**config.mk**
```make
export PLATFORM = sky130hd
export DESIGN_NAME = cplx_sq
export DESIGN_NICKNAME = d
export VERILOG_FILES = /design/src/rtl/cplx_sq_pkg.sv /design/src/rtl/cplx_sq_ctrl.sv /design/src/rtl/cplx_sq_mul.sv /design/src/rtl/cplx_sq.sv
export SDC_FILE = /design/constraint.sdc
export NUM_CORES = 2
export LEC_CHECK = 0
export BUFFER_PORTS_ARGS = -buffer_cell sky130_fd_sc_hd__buf_4
export CORE_MARGIN = 10
export CORE_UTILIZATION = 61
export CTS_BUF_LIST = sky130_fd_sc_hd__clkbuf_8
export CTS_CLUSTER_SIZE = 25
export DETAILED_ROUTE_END_ITERATION = 10
export HOLD_SLACK_MARGIN = 0.06
export PLACE_DENSITY_LB_ADDON = 0.3
export RECOVER_POWER = 25
export SLEW_MARGIN = 20
export SYNTH_ARGS = -nofsm -noshare
export SYNTH_HDL_FRONTEND = slang
export SYNTH_HIERARCHICAL = 1
export SYNTH_SLANG_ARGS = --single-unit
```
**constraint.sdc**
```tcl
create_clock -name clk_i -period 2.54 [get_ports clk_i]
set_input_delay 0.127 -clock clk_i [delete_from_list [all_inputs] [get_ports clk_i]]
set_output_delay 0.127 -clock clk_i [all_outputs]
set_load 0.02 [all_outputs]
```
**src/rtl/cplx_sq_pkg.sv**
```systemverilog
package cplx_sq_pkg;
  localparam int unsigned DATA_W = 32;
  localparam int unsigned LAT    = 2;

  // low DATA_W bits of a signed product
  function automatic logic signed [DATA_W-1:0] mul_lo(
    input logic signed [DATA_W-1:0] x, input logic signed [DATA_W-1:0] y);
    logic signed [DATA_W-1:0] r;
    r = x * y;
    return r;
  endfunction
endpackage

```
**src/rtl/cplx_sq_ctrl.sv**
```systemverilog
module cplx_sq_ctrl (
  input  logic clk_i,
  input  logic rst_ni,
  input  logic start_i,
  output logic ready_o,
  output logic accept_o,
  output logic stage1_o,
  output logic done_o,
  output logic idle_o
);
  logic v1_q, v2_q;

  assign ready_o  = start_i;
  assign accept_o = start_i;

  always_ff @(posedge clk_i or negedge rst_ni) begin
    if (!rst_ni) begin
      v1_q <= 1'b0;
      v2_q <= 1'b0;
    end else begin
      v1_q <= accept_o;
      v2_q <= v1_q;
    end
  end

  assign stage1_o = v1_q;
  assign done_o   = v2_q;
  assign idle_o   = ~(v1_q | v2_q);


  idle_not_done_chk: assert property (@(posedge clk_i) disable iff (!rst_ni)
    idle_o |-> !done_o);

  done_after_two_chk: assert property (@(posedge clk_i) disable iff (!rst_ni)
    accept_o |=> !idle_o);
endmodule

```
**src/rtl/cplx_sq_mul.sv**
```systemverilog
module cplx_sq_mul
  import cplx_sq_pkg::*;
#(
  parameter int unsigned W = DATA_W
) (
  input  logic                clk_i,
  input  logic                rst_ni,
  input  logic                load_i,
  input  logic                fin_i,
  input  logic signed [W-1:0] a_i,
  input  logic signed [W-1:0] b_i,
  output logic signed [W-1:0] re_o,
  output logic signed [W-1:0] im_o
);
  logic signed [W-1:0] aa_q, bb_q, ab;

  assign ab = a_i * b_i;

  // stage 1: squares kept, imaginary result done via shift
  always_ff @(posedge clk_i or negedge rst_ni) begin
    if (!rst_ni) begin
      aa_q <= '0;
      bb_q <= '0;
      im_o <= '0;
    end else if (load_i) begin
      aa_q <= a_i * a_i;
      bb_q <= b_i * b_i;
      im_o <= ab <<< 1;
    end
  end

  // stage 2: real result
  always_ff @(posedge clk_i or negedge rst_ni) begin
    if (!rst_ni) re_o <= '0;
    else if (fin_i) re_o <= aa_q - bb_q;
  end
endmodule

```
**src/rtl/cplx_sq.sv**
```systemverilog
module cplx_sq
  import cplx_sq_pkg::*;
(
  input  logic                     clk_i,
  input  logic                     rst_ni,
  input  logic                     start_i,
  output logic                     ready_o,
  output logic                     done_o,
  output logic                     idle_o,
  input  logic signed [DATA_W-1:0] re_i,
  input  logic signed [DATA_W-1:0] im_i,
  output logic signed [DATA_W-1:0] re_o,
  output logic signed [DATA_W-1:0] im_o
);
  logic accept, stage1;

  cplx_sq_ctrl u_ctrl (
    .clk_i   (clk_i),
    .rst_ni  (rst_ni),
    .start_i (start_i),
    .ready_o (ready_o),
    .accept_o(accept),
    .stage1_o(stage1),
    .done_o  (done_o),
    .idle_o  (idle_o)
  );

  cplx_sq_mul #(.W(DATA_W)) u_mul (
    .clk_i (clk_i),
    .rst_ni(rst_ni),
    .load_i(accept),
    .fin_i (stage1),
    .a_i   (re_i),
    .b_i   (im_i),
    .re_o  (re_o),
    .im_o  (im_o)
  );


  im_one_cycle_chk: assert property (@(posedge clk_i) disable iff (!rst_ni)
    start_i |=> im_o == mul_lo($past(re_i), $past(im_i)) + mul_lo($past(re_i), $past(im_i)));

  re_with_done_chk: assert property (@(posedge clk_i) disable iff (!rst_ni)
    done_o |-> re_o == mul_lo($past(re_i, 2), $past(re_i, 2)) - mul_lo($past(im_i, 2), $past(im_i, 2)));

  hold_im_chk: assert property (@(posedge clk_i) disable iff (!rst_ni)
    !start_i |=> $stable(im_o));

  hold_re_chk: assert property (@(posedge clk_i) disable iff (!rst_ni)
    (idle_o && !start_i) |=> $stable(re_o));

  ready_start_chk: assert property (@(posedge clk_i) disable iff (!rst_ni)
    start_i |-> ready_o);
endmodule

```
[Yosys cells after proc, flatten, opt, wreduce, memory -nomap -nowiden]
Index checks and enable logic that the tools add are counted.
Word-level totals
  register bits after elaboration: 129
  bits of input ports: 67
  output and inout bits: 67
  logic and storage cells: 12
Cells by class
  $add $sub $neg: 1
  multipliers: 3
  bitwise operators: 2
Operator list (number)
  $mul A32 B32 Y32: 2
  $mul A32 B32 Y31: 1
  $sub A32 B32 Y32: 1
  $not A1 Y1: 1
  $or A1 B1 Y1: 1

[Longest topological paths before layout]
  word-level depth: 2
  mapped depth: 29
  depth with buffers taken out: 27

[By module]
The synthesis kept the hierarchy.
Modules (own cells, without submodules)
  cplx_sq_mul: times used 1, cells an instance 5153, area an instance 48418.9 um2, seq. area each 3128.0 um2
  cplx_sq_ctrl: times used 1, cells an instance 5, area an instance 68.8 um2, seq. area each 50.0 um2

[Least setup slack after synthesis]
No wires, ideal clock.
  path type: input-to-reg
  start point: in re_i[2]
  end point: reg u_mul.aa_q[28]
  library setup time: 0.120 ns
  data arrival time: 7.282 ns
  path slack: -4.862 ns
  stages on the path: 28
  buffers on the path: 3
  cells stage by stage: clkbuf_1 clkbuf_1 clkbuf_1 nand2_1 fa_1 inv_1 fa_1 inv_1 fa_1 fa_1 inv_1 fa_1 inv_1 fa_1 inv_1 fa_1 fa_1 ha_1 a21o_1 a21o_1 a21o_1 a211oi_1 nor2_1 a2111oi_2 nor2_1 o21ai_1 or3b_1 a31o_1
Between the ends
  word-level cells in the longest chain between the ends: 1
Ends and longest elaborated chain
  start, declared: line cplx_sq.sv:10  | input logic signed [DATA_W-1:0] re_i,
  $mul A32 B32 Y32: line cplx_sq_mul.sv:26  | aa_q <= a_i * a_i;
  end signal, assigned: line cplx_sq_mul.sv:26
  end, declared: line cplx_sq_mul.sv:15  | logic signed [W-1:0] aa_q, bb_q, ab;
Every way passes these cells.
A chain may end at the register's enable or synchronous reset.

[Worst setup path after layout]
  start point: in re_i[7]
  end point: reg u_mul.aa_q[20]
Same word-level chain as after synthesis.

==> flow_summary.toml <==
[route]
routedWlPerCell_microns = 24.3
dr.pass1.iters = 10
vias_per_cell = 5.81
antenna_left = 0
drtIter0Drc = 3711
vias = 41504
wirelength_mm = 173
drc = 0

[setup_path]
critical_path_required_ns = 2.97
cp_slowest_cell = "fa_1"
reg2reg_to = "u_mul/re_o[31]"
timing.rr.start = "u_mul/aa_q[10]"
crit_fanout = 8
worstSetupPathType = "input port to register"
ff2ff_path_depth = 11
path_buf_inv = 7
cp_top_family = "adder cells"
slowest_delay_ns = 0.54
r2r_slack_ns = -0.53
critical_path_arrival_ns = 7.05
start_kind = "input port"
worstSetupEndpoint = "u_mul/aa_q[20]"
cp-startpoint = "re_i[7]"
crit_top_cell = "fa_1"
cp_num_cells = 26
crit_path_end_kind = "register"

[floorplanning]
coreArea_sq_mm = 0.0789
row_count = 103
die_y_microns = 302
die_w_microns = 302
die_area_sq_mm = 0.0912
initial_core_util_pct = 61.5
ioPinCount = 134

[logic_synthesis]
syn_area_per_cell_sq_um = 9.40
synth.most_common_cell = "inv_1"
ys_seq_area_share_pct = 6.55
synth_area_sq_mm = 0.0485
async_flop_share_pct = 100
ys_top_cells_by_area = "fa_1, ha_1, inv_1"
synth-seq-cells = 127
yosysWarnings = 6
netlist_instances = 5158
yosysUniqueCellTypes = 67
synth_top_area_share_pct = 45.8
synth_edf_count = 0
ys.flop_type = "dfrtp_1"
synthTopCellsByCount = "inv_1, fa_1, and2_1"
synth_top_area_cell = "fa_1"

[placed_design]
gp_congestion = 0.920
dpl.hpwl_mm = 113
port_buffers = 130

[run_status]
violations = "max-capacitance violations, max-slew violations, negative setup slack"
status = "finished with violations"

[layout]
nets = 7729
fillerInstances = 4112
layout-drive-gt1-share_pct = 31.3
synthToLayoutAreaGrowth_pct = 32.0

[sta]
finalCritPeriodShare_pct = 261
setup_viol = 99
period_minus_slack_ns = 6.62
relSlewSlack_pct = -33.7
rsz0062_at_grt = "yes"
worstMarginPinSlew_ns = 2.01
finalHoldViolations = 0
fin_tns_setup_ns = -253.76
fin_skew_ns = 0.0252
max_freq_mhz = 151
worst_slack_ns = -4.08
maxSlewViolCount = 66

[clock_network]
cts_buffers = 17
cts_max_level = 4
cts.path.max_buffers = 2
cts.clk_slew.worst_paths_ns = 0.10
cts_sinks = 127
clkLatencyLatePin_ns = 0.54
cts_root_buf = "clkbuf_8"
tritoncts = "done"

[global_route]
grt_overflow = 0
grt_pass1_vias = 44663
grt_first_pass_wirelength_mm = 240
antenna_found_initial = 12
grt_usage_pct = 34.0
grt_max_degree = 67

[min_path]
hold_depth = 5
hold_class = "input port to register"

[job]
drv_cap = 1
==> stage by stage <==
| step | cell area (sq um) | worst slack (ns) | util, % | hold WS (ns) | cells |
|---|---|---|---|---|---|
| final | 64000 | -4.08 | 81.1 | 0.315 | 7146 |
| after detailed placement | 57800 | -4.43 | 73.3 | 0.190 | 6955 |
| after global routing | 64000 | -4.28 | 81.1 | 0.299 | 7143 |
| after global placement | 57800 | -4.31 | 73.3 | 0.187 | 6955 |
| after floorplan | 50600 | -4.11 | - | -0.169 | 5159 |
| after CTS | 62200 | -3.64 | 78.8 | 0.214 | 7080 |
==> per-layer routing <==
layer | GRT usage, % | wire length, microns
met1 | 39.6 | 56700
met2 | 56.8 | 82500
met3 | 6.30 | 16700
met4 | 23.2 | 17400
met5 | 0.212 | 206
==> timing repair <==
| action | 4_1_cts | 5_1_grt |
|---|---|---|
| hold endpoints to repair | 67 | 0 |
| setup buffers | 96 | 83 |
| pin swaps | 302 | 279 |
| endpoints found under the setup margin | 100 | 104 |
| gates cloned | 11 | 1 |
| hold buffers | 2 | 0 |
| resized for setup | 650 | 310 |
==> layout make-up <==
cell class,instances,area (sq um),area share (%)
Clock inverter,15,159,0.248
Multi-Input combinational cell,3443,43800,68.4
Clock buffer,17,234,0.366
Timing Repair Buffer,1108,10100,15.8
Antenna cell,6,15.0,0.0235
Tap cell,1050,1310,2.05
Sequential cell,127,3180,4.97
Inverter,1380,5210,8.14
==> cell families (layout without fill, tap and decap cells) <==
group | Yosys count | in the layout | synth area share (%)
buffers and inverters | 1589 | 2520 | 12.3
XOR/XNOR | 214 | 214 | 3.87
adder cells (fa/ha/maj) | 1585 | 1585 | 58.1
flip-flops | 127 | 127 | 6.55
other | 1 | 8 | 0.00773
multiplexers | 80 | 80 | 1.84
AND/OR/NAND/NOR | 1222 | 1222 | 12.8
AO/OA/AOI/OAI | 340 | 340 | 4.50
==> layout by cell type (no fill, tap or decap), types with 68 or more instances in the layout <==
master      n
and2_1    493
xnor2_1   115
fa_1     1042
buf_4     880
nand2_1   411
buf_6     128
nor2_1     83
ha_1      331
fa_2       68
inv_2      96
inv_1    1275
dfrtp_1   125
ha_4      141
==> sequential cells by signal, summed over array words and instances, names as in the netlist <==
| signal | cells |
|---|---|
| u_mul/re_o | 32 |
| u_mul/aa_q | 31 |
| u_ctrl/done_o | 1 |
| u_mul/im_o | 31 |
| u_mul/bb_q | 31 |
| u_ctrl/stage1_o | 1 |
==> worst reg2reg max path, stage by stage (launching register included) <==
cell and delay, ns:
dfrtp_1 0.46, ha_2 0.33, a21oi_2 0.34, nand2_1 0.16, nor2_2 0.19, a21oi_4 0.08
nand4_1 0.12, nand2_2 0.08, o211a_1 0.29, a311o_1 0.37, xnor2_2 0.36, mux2_4 0.23
==> worst min-delay path by stage <==
stage / startpoint / endpoint / slack [ns]
after CTS: rst_ni / u_mul/aa_q[17] / 0.21
after detailed placement: rst_ni / u_mul/aa_q[17] / 0.19
after global routing: re_i[1] / u_mul/aa_q[2] / 0.30
final: re_i[1] / u_mul/aa_q[2] / 0.31
after floorplan: rst_ni / u_ctrl/done_o / -0.17
after global placement: rst_ni / u_mul/aa_q[17] / 0.19
Power is left out: the tool's default activity adds up to more than one toggle a clock period on the data nets, which glitch-free logic cannot reach.
